$ cat src/rtl/evb_pkg.sv
package evb_pkg;
  // upper two address bits select a region
  typedef enum logic [1:0] {
    RG_CTRL = 2'd0,
    RG_RSVD = 2'd1,
    RG_HVAL = 2'd2,
    RG_SVAL = 2'd3
  } region_e;

  // word offsets inside the control region
  typedef enum logic [1:0] {
    CT_STAT = 2'd0,
    CT_ACK  = 2'd1,
    CT_MODE = 2'd2,
    CT_FLAG = 2'd3
  } ctrl_e;
endpackage

$ cat src/rtl/evb_edge.sv
// Registered rising-edge detector: one-cycle strobe per 0->1 transition.
module evb_edge (
  input  logic clk,
  input  logic rst_n,
  input  logic lvl_i,
  output logic rise_o
);
  logic prev_q;

  always_ff @(posedge clk) begin
    if (!rst_n) begin
      prev_q <= 1'b0;
      rise_o <= 1'b0;
    end else begin
      prev_q <= lvl_i;
      rise_o <= lvl_i & ~prev_q;
    end
  end
endmodule

$ cat src/rtl/evb_h2s_slot.sv
// One hardware-to-software event: pending bit, stored value, mode, irq.
module evb_h2s_slot #(
  parameter int VAL_W = 8
) (
  input  logic             clk,
  input  logic             rst_n,
  input  logic             ev_in,
  input  logic [VAL_W-1:0] val_in,
  input  logic             ack,
  input  logic             mode_we,
  input  logic             mode_d,
  output logic             status_o,
  output logic [VAL_W-1:0] value_o,
  output logic             mode_o,
  output logic             irq_o
);
  logic             hit;
  logic [VAL_W-1:0] val_pipe;

  evb_edge u_det (
    .clk   (clk),
    .rst_n (rst_n),
    .lvl_i (ev_in),
    .rise_o(hit)
  );

  always_ff @(posedge clk) begin
    if (!rst_n) begin
      val_pipe <= '0;
      status_o <= 1'b0;
      value_o  <= '0;
      mode_o   <= 1'b0;
    end else begin
      val_pipe <= val_in;            // aligned with the registered strobe
      if (hit) begin
        status_o <= 1'b1;            // a new event beats a same-edge ack
        value_o  <= val_pipe;
      end else if (ack) begin
        status_o <= 1'b0;
      end
      if (mode_we) mode_o <= mode_d;
    end
  end

  assign irq_o = status_o & mode_o;
endmodule

$ cat src/rtl/evb_s2h_slot.sv
// One software-to-hardware event: value register, flag, flag-edge strobe.
module evb_s2h_slot #(
  parameter int VAL_W = 8
) (
  input  logic             clk,
  input  logic             rst_n,
  input  logic             flag_we,
  input  logic             flag_d,
  input  logic             val_we,
  input  logic [VAL_W-1:0] val_d,
  output logic             flag_o,
  output logic [VAL_W-1:0] val_o,
  output logic             ev_o
);
  always_ff @(posedge clk) begin
    if (!rst_n) begin
      flag_o <= 1'b0;
      val_o  <= '0;
    end else begin
      if (flag_we) flag_o <= flag_d;
      if (val_we)  val_o  <= val_d;
    end
  end

  evb_edge u_det (
    .clk   (clk),
    .rst_n (rst_n),
    .lvl_i (flag_o),
    .rise_o(ev_o)
  );
endmodule

$ cat src/rtl/event_bridge.sv
module event_bridge
  import evb_pkg::*;
#(
  parameter int NUM_EV  = 4,
  parameter int NUM_ENV = 2,
  parameter int VAL_W   = 8,
  parameter int DATA_W  = 32,
  parameter int ADDR_W  = 4
) (
  input  logic                    clk,
  input  logic                    rst_n,
  input  logic [ADDR_W-1:0]       bus_addr,
  input  logic                    bus_wr,
  input  logic [DATA_W-1:0]       bus_wdata,
  output logic [DATA_W-1:0]       bus_rdata,
  input  logic [NUM_EV-1:0]       hw_ev_in,
  input  logic [NUM_EV*VAL_W-1:0] hw_val_in,
  output logic [NUM_EV-1:0]       irq_o,
  output logic [NUM_EV-1:0]       s2h_ev_o,
  output logic [NUM_EV*VAL_W-1:0] s2h_val_o,
  input  logic [NUM_ENV-1:0]      env_in,
  output logic [NUM_ENV-1:0]      env_ev_o
);
  localparam int IDX_W = ADDR_W - 2;

  logic [1:0]       region;
  logic [IDX_W-1:0] idx;
  logic             wr_ctrl, wr_ack, wr_mode, wr_flag;
  logic [NUM_EV-1:0] stat_vec, mode_vec, flag_vec, wr_sval;
  logic [VAL_W-1:0] hval [NUM_EV];
  logic             unused_wdata;

  assign region  = bus_addr[ADDR_W-1 -: 2];
  assign idx     = bus_addr[IDX_W-1:0];
  assign wr_ctrl = bus_wr && (region == RG_CTRL);
  assign wr_ack  = wr_ctrl && (idx == IDX_W'(CT_ACK));
  assign wr_mode = wr_ctrl && (idx == IDX_W'(CT_MODE));
  assign wr_flag = wr_ctrl && (idx == IDX_W'(CT_FLAG));
  assign unused_wdata = ^bus_wdata;

  for (genvar g = 0; g < NUM_EV; g++) begin : g_ev
    assign wr_sval[g] = bus_wr && (region == RG_SVAL) && (idx == IDX_W'(g));

    evb_h2s_slot #(.VAL_W(VAL_W)) u_h2s (
      .clk     (clk),
      .rst_n   (rst_n),
      .ev_in   (hw_ev_in[g]),
      .val_in  (hw_val_in[g*VAL_W +: VAL_W]),
      .ack     (wr_ack && bus_wdata[g]),
      .mode_we (wr_mode),
      .mode_d  (bus_wdata[g]),
      .status_o(stat_vec[g]),
      .value_o (hval[g]),
      .mode_o  (mode_vec[g]),
      .irq_o   (irq_o[g])
    );

    evb_s2h_slot #(.VAL_W(VAL_W)) u_s2h (
      .clk    (clk),
      .rst_n  (rst_n),
      .flag_we(wr_flag),
      .flag_d (bus_wdata[g]),
      .val_we (wr_sval[g]),
      .val_d  (bus_wdata[VAL_W-1:0]),
      .flag_o (flag_vec[g]),
      .val_o  (s2h_val_o[g*VAL_W +: VAL_W]),
      .ev_o   (s2h_ev_o[g])
    );
  end

  for (genvar e = 0; e < NUM_ENV; e++) begin : g_env
    evb_edge u_env (
      .clk   (clk),
      .rst_n (rst_n),
      .lvl_i (env_in[e]),
      .rise_o(env_ev_o[e])
    );
  end

  always_comb begin
    bus_rdata = '0;
    case (region)
      RG_CTRL: begin
        if (idx == IDX_W'(CT_STAT)) bus_rdata = DATA_W'(stat_vec);
        if (idx == IDX_W'(CT_MODE)) bus_rdata = DATA_W'(mode_vec);
        if (idx == IDX_W'(CT_FLAG)) bus_rdata = DATA_W'(flag_vec);
      end
      RG_HVAL: begin
        for (int i = 0; i < NUM_EV; i++)
          if (idx == IDX_W'(i)) bus_rdata = DATA_W'(hval[i]);
      end
      RG_SVAL: begin
        for (int i = 0; i < NUM_EV; i++)
          if (idx == IDX_W'(i)) bus_rdata = DATA_W'(s2h_val_o[i*VAL_W +: VAL_W]);
      end
      default: bus_rdata = '0;
    endcase
  end
endmodule

$ cat config.mk
export PLATFORM = sky130hd
export DESIGN_NAME = event_bridge
export DESIGN_NICKNAME = d
export VERILOG_FILES = /design/src/rtl/evb_pkg.sv /design/src/rtl/evb_edge.sv /design/src/rtl/evb_h2s_slot.sv /design/src/rtl/evb_s2h_slot.sv /design/src/rtl/event_bridge.sv
export SDC_FILE = /design/constraint.sdc
export NUM_CORES = 1
export LEC_CHECK = 0
export BUFFER_PORTS_ARGS = -buffer_cell sky130_fd_sc_hd__buf_2
export CAP_MARGIN = 25
export CORE_AREA = 10 10 90 151
export CTS_BUF_LIST = sky130_fd_sc_hd__clkbuf_2 sky130_fd_sc_hd__clkbuf_4 sky130_fd_sc_hd__clkbuf_8
export DETAILED_ROUTE_END_ITERATION = 10
export DIE_AREA = 0 0 100 161
export PLACE_DENSITY = 0.78
export SLEW_MARGIN = 20
export SYNTH_ARGS = -nofsm -noshare
export SYNTH_HDL_FRONTEND = slang
export SYNTH_SLANG_ARGS = --single-unit
$ cat constraint.sdc
create_clock -name clk -period 1.6 [get_ports clk]
set_input_delay 0.32 -clock clk [delete_from_list [all_inputs] [get_ports clk]]
set_output_delay 0.32 -clock clk [all_outputs]
set_load 0.05 [all_outputs]
Yosys cells after proc, flatten, opt, wreduce, memory -nomap -nowiden
Cells that the tools add are included.
{"block": "classes", "n_eq_ne": 5, "n_mux": 20, "bitwise_logic": 24, "n_reduce_logical": 19}
{"operator": "2-to-1 mux 32 bit", "n": 8}
{"operator": "case mux 32 bit (3 select lines)", "n": 1}
{"operator": "2-to-1 mux 8 bit", "n": 2}
{"operator": "AND 1 bit", "n": 14}
{"operator": "logical AND 1 bit", "n": 13}
{"operator": "inverter 1 bit", "n": 10}
{"operator": "equality test 2 bit, second input constant", "n": 4}
{"operator": "2-to-1 mux 1 bit", "n": 8}
{"operator": "nonzero test 2 bit", "n": 4}
{"operator": "zero test 2 bit", "n": 2}
{"operator": "2-to-1 mux 4 bit", "n": 1}
{"operator": "equality test 2 x 1 -> 1 bit, second input constant", "n": 1}
{"block": "word_totals", "register_bits": 128, "inputBits": 77, "wordCells": 112}

Logic depth before layout (Yosys ltp)
{"block": "depth", "ltp_word": 6, "ltp_mapped": 7, "depth_no_buf": 4}

By module
Synthesis repeated with hierarchy kept, for this count alone.
{"block": "unflattened", "cells_unflattened": 465, "hier_area_um2": 5258.8}
{"mod": "evb_h2s_slot", "instances": 4, "cells_each": 49, "area_each_um2": 599.3}
{"mod": "evb_s2h_slot", "instances": 4, "cells_each": 28, "area_each_um2": 337.8}
{"mod": "event_bridge", "instances": 1, "cells_each": 117, "area_each_um2": 959.7}
{"mod": "evb_edge", "instances": 10, "cells_each": 4, "area_each_um2": 55.1}

Worst setup path after synthesis
No wires, ideal clock.
{"block": "synth_path", "path_type": "input -> output", "startpoint": "in bus_addr[0]", "endpoint": "out bus_rdata[5]", "arrival_ns": 2.216, "t_required_ns": 1.280, "slack_ns": -0.936, "cell_stages": 6, "cell_sequence": "buf_6 buf_2 nor2b_1 o41ai_1 a21oi_1 nor3_1"}
{"block": "synth_via", "elab_chain_cells": 6}
{"element": "start, declared", "line": "event_bridge.sv:12", "rtl": "input logic [ADDR_W-1:0] bus_addr,"}
{"element": "zero test 2 bit", "line": "event_bridge.sv:90, event_bridge.sv:94"}
{"element": "2-to-1 mux 8 bit (on tied branches)", "line": "event_bridge.sv:94, event_bridge.sv:90"}
{"element": "2-to-1 mux 32 bit (on tied branches) (3 in a row)", "line": "event_bridge.sv:94, event_bridge.sv:90"}
{"element": "case mux 32 bit (3 select lines) *", "line": "event_bridge.sv:82", "rtl": "case (region)"}
{"element": "end, declared", "line": "event_bridge.sv:15", "rtl": "output logic [DATA_W-1:0] bus_rdata,"}
Every way passes the cells marked *; elsewhere a longest branch is shown, timed or not.

Worst setup path in the final report
{"block": "layout_path", "startpoint": "reg g_ev[3].u_h2s.value_o[1]", "endpoint": "out bus_rdata[1]"}
{"block": "layout_via", "elab_chain_cells": 2}
{"element": "start, declared", "line": "evb_h2s_slot.sv:13", "rtl": "output logic [VAL_W-1:0] value_o,"}
{"element": "start signal, assigned", "line": "evb_h2s_slot.sv:37", "rtl": "value_o <= val_pipe;"}
{"element": "2-to-1 mux 32 bit", "line": "event_bridge.sv:90", "rtl": "if (idx == IDX_W'(i)) bus_rdata = DATA_W'(hval[i]);"}
{"element": "case mux 32 bit (3 select lines)", "line": "event_bridge.sv:82"}
No other way between the ends.

==> results.ini <==
[cells_and_area]
nets=716
area_growth_pct=29.3
layout_commonest_cell=dfxtp_1
fillerInstances=926
final_cell_mix=dfxtp_1 (101), buf_2 (89), nor2b_1 (82)
final_layout_size_suffix_gt1_frac=0.431
diodes=0
stdcell_area_um2=6880

[floorplanning]
die_w_um=100
die_y_um=161
dieArea_um2=16100
rows=51
core_area_um2=11000
start_util=0.482
io_pins=151

[run_status]
violations=negative setup slack
outcome=finished with violations

[critical_path]
slowest_stage=mux4_2
critical_path.max_fanout=2
r2r-end=g_ev[3].u_h2s.value_o[0]
crit_chain=mux4_2 > a221o_2 > buf_6
cp-start-kind=flop
ff2ff_setup_slack_ps=470
cp_data_arrival_time_ps=1750
r2r_cells=2
reg2reg_from=g_ev[3].u_h2s.u_det.rise_o
worstPathRequired_ps=1280
crit_path_max_incr_delay_ps=480
crit_path_end_kind=primary output
crit_type=reg -> out

[logic_synthesis]
synth_cell_types=41
yosysWarnings=0
synth_area_per_cell_um2=10.9
synth_seq_cells=128
synth.yosys.seq_area_share=0.481
netlist_instances=490
syn_area_um2=5320

[place]
io_buffers=102
dpl.hpwl_mm=10.5
place_area_um2=6310
place_ws_ps=-536
routabilityCongestion=0.925

[job]
maxCapViolations=0

[timing]
period_needed_ps=2070
final-setup-viol-count=8
worst_pin_slew_ps=600
clock.fmax_ghz=0.483
slew_headroom=0.599
hold_viol_final=0
slew_violations=0
setup_ws_ps=-471
rsz0062_at_grt=true
finClkSkew_ps=9.51
finalCritPeriodShare=1.29

[min_path]
worstHoldStart=hw_val_in[1]
min_to=g_ev[0].u_h2s.val_pipe[1]
whs_path_depth=2
hold_class=in -> reg

[route]
vias=3876
totalWireLength_mm=13.8
vias_per_cell=4.94
first_pass_iters=4
drt_drc_violations_left=0
ant_nets=0
wl_per_cell_um=17.6
first_iter_violations=120

[clock_tree]
cts_buffer_depth=2
h-tree-depth=4
clk_latency_ps=430
path_clk_slew_ps=70
cts-root-buf=clkbuf_8
cts_tree=yes
numCtsBuffers=17
cts.sinks=128

[global_route]
grt_pass1_wl_mm=21.8
grt_usage=0.171
grt_pass1_vias=4201
grt-ovfl-total=0
grt_max_degree=80
antenna_found_initial=0

[pwr]
power_frac_clock=0.367
p_sw_frac=0.268
irDropWorstVdd_uv=708
power_frac_seq=0.513
power_frac_comb=0.120
internal_power_mw=4.80
p_per_area_nw_per_um2=953
netSwitchingPower_mw=1.76
p_leak_nw=2.94

## flip-flops by register name, summed over array words and instances (netlist names)
name,count
g_ev.u_h2s.u_det.prev_q,4
g_ev.u_h2s.val_pipe,32
g_ev.u_h2s.value_o,32
g_ev.u_h2s.mode_o,4
g_ev.u_h2s.u_det.rise_o,4
g_ev.u_s2h.u_det.prev_q,4
g_ev.u_s2h.val_o,32
g_env.u_env.prev_q,2
g_ev.u_h2s.status_o,4
g_ev.u_s2h.flag_o,4
g_ev.u_s2h.u_det.rise_o,4
g_env.u_env.rise_o,2
## power groups by stage
stage,Clock (mW),Combinational (mW),Sequential [mW]
after floorplan,0,0.556,3.43
after global placement,0,0.722,3.43
after detailed placement,0,0.737,3.43
after CTS,2.47,0.777,3.36
after global routing,2.61,0.841,3.37
final,2.41,0.788,3.36
## critical path, delay by kind of cell (launching register included)
family | cells | cell delay [ps]
compound gates | 1 | 360
mux | 1 | 480
buf+inv | 1 | 160
flops | 1 | 330
## synthesized netlist by cell type (all sizes together)
master / n / area share
a22oi: 3 / 0.0042
clkbuf: 20 / 0.014
o21a: 4 / 0.0056
nand3: 3 / 0.0047
nand2: 14 / 0.012
buf: 45 / 0.064
nor2b: 84 / 0.099
nor3b: 3 / 0.0042
o41ai: 2 / 0.0033
a22o: 1 / 0.0016
mux2: 6 / 0.013
nand2b: 1 / 0.0012
conb: 1 / 0.00070
a2bb2oi: 1 / 0.0016
mux4: 8 / 0.037
a211oi: 2 / 0.0028
nor2: 4 / 0.0033
a21boi: 7 / 0.0099
nor3: 8 / 0.0096
o221ai: 1 / 0.0016
and4: 2 / 0.0033
dfxtp: 128 / 0.48
inv: 1 / 0.00070
and2: 47 / 0.055
o2bb2ai: 1 / 0.0016
nor4: 1 / 0.0040
a221o: 3 / 0.0056
mux2i: 75 / 0.14
a21oi: 7 / 0.0066
o21ai: 7 / 0.0066
## metrics by stage
step / std cells / util / setup TNS, ps / hold slack [ps] / power (mW)
6_report: 784 / 0.624 / -2750 / 103 / 6.56
5_1_grt: 784 / 0.624 / -3320 / 75.1 / 6.82
4_1_cts: 783 / 0.619 / -2960 / 72.7 / 6.61
3_5_place_dp: 746 / 0.571 / -11200 / 372 / 4.17
3_3_place_gp: 746 / 0.571 / -9700 / 372 / 4.15
2_1_floorplan: 513 / - / -1240 / 367 / 3.98
## area by class of cell
type                       count  area [µm²]  area share
tap                          132         165      0.0240
sequential                   128        2600       0.377
inverter                       1        3.75    0.000545
clock buffer                  22         284      0.0413
clock inverter                10        63.8     0.00927
timing repair buffer         172        1190       0.173
multi-input combinational    319        2580       0.375
## per-layer routing
metal / up-vias / global-route usage / share of wire
met3: 26 / 0.0696 / 0.081
met4: 0 / 0.0800 / 0.026
met1: 1825 / 0.171 / 0.37
met2: 133 / 0.297 / 0.53
li1: 1892 / - / -
met5: - / 0 / 0
## worst max-delay path by stage
| stage | start | endpoint | cells after the start |
|---|---|---|---|
| 2_1_floorplan | bus_addr[1] | bus_rdata[5] | 6 |
| 3_3_place_gp | bus_addr[1] | bus_rdata[2] | 6 |
| 3_5_place_dp | bus_addr[0] | bus_rdata[4] | 8 |
| 4_1_cts | g_ev[3].u_s2h.val_o[1] | bus_rdata[1] | 3 |
| 5_1_grt | g_ev[0].u_s2h.val_o[0] | bus_rdata[0] | 3 |
| 6_report | g_ev[3].u_h2s.value_o[1] | bus_rdata[1] | 3 |
## cell families (layout without fill, tap and decap cells)
kind of cell | Yosys count | in the layout | synth area share
and+or+nand+nor | 167 | 167 | 0.196
DFF | 128 | 128 | 0.481
muxes | 89 | 89 | 0.191
buffers and inverters | 66 | 205 | 0.0795
AOI/OAI and AO/OA | 39 | 39 | 0.0512
other | 1 | 24 | 0.000705
## what timing repair did
| item | in CTS | in global routing |
|---|---|---|
| gates cloned | 0 | 0 |
| gates resized for setup | 57 | 14 |
| setup buffers | 6 | 1 |
| setup endpoints to repair | 10 | 10 |
| hold buffers | 0 | 0 |
| pin swaps | 11 | 4 |
Note: power is estimated with default switching activity, not from simulation.
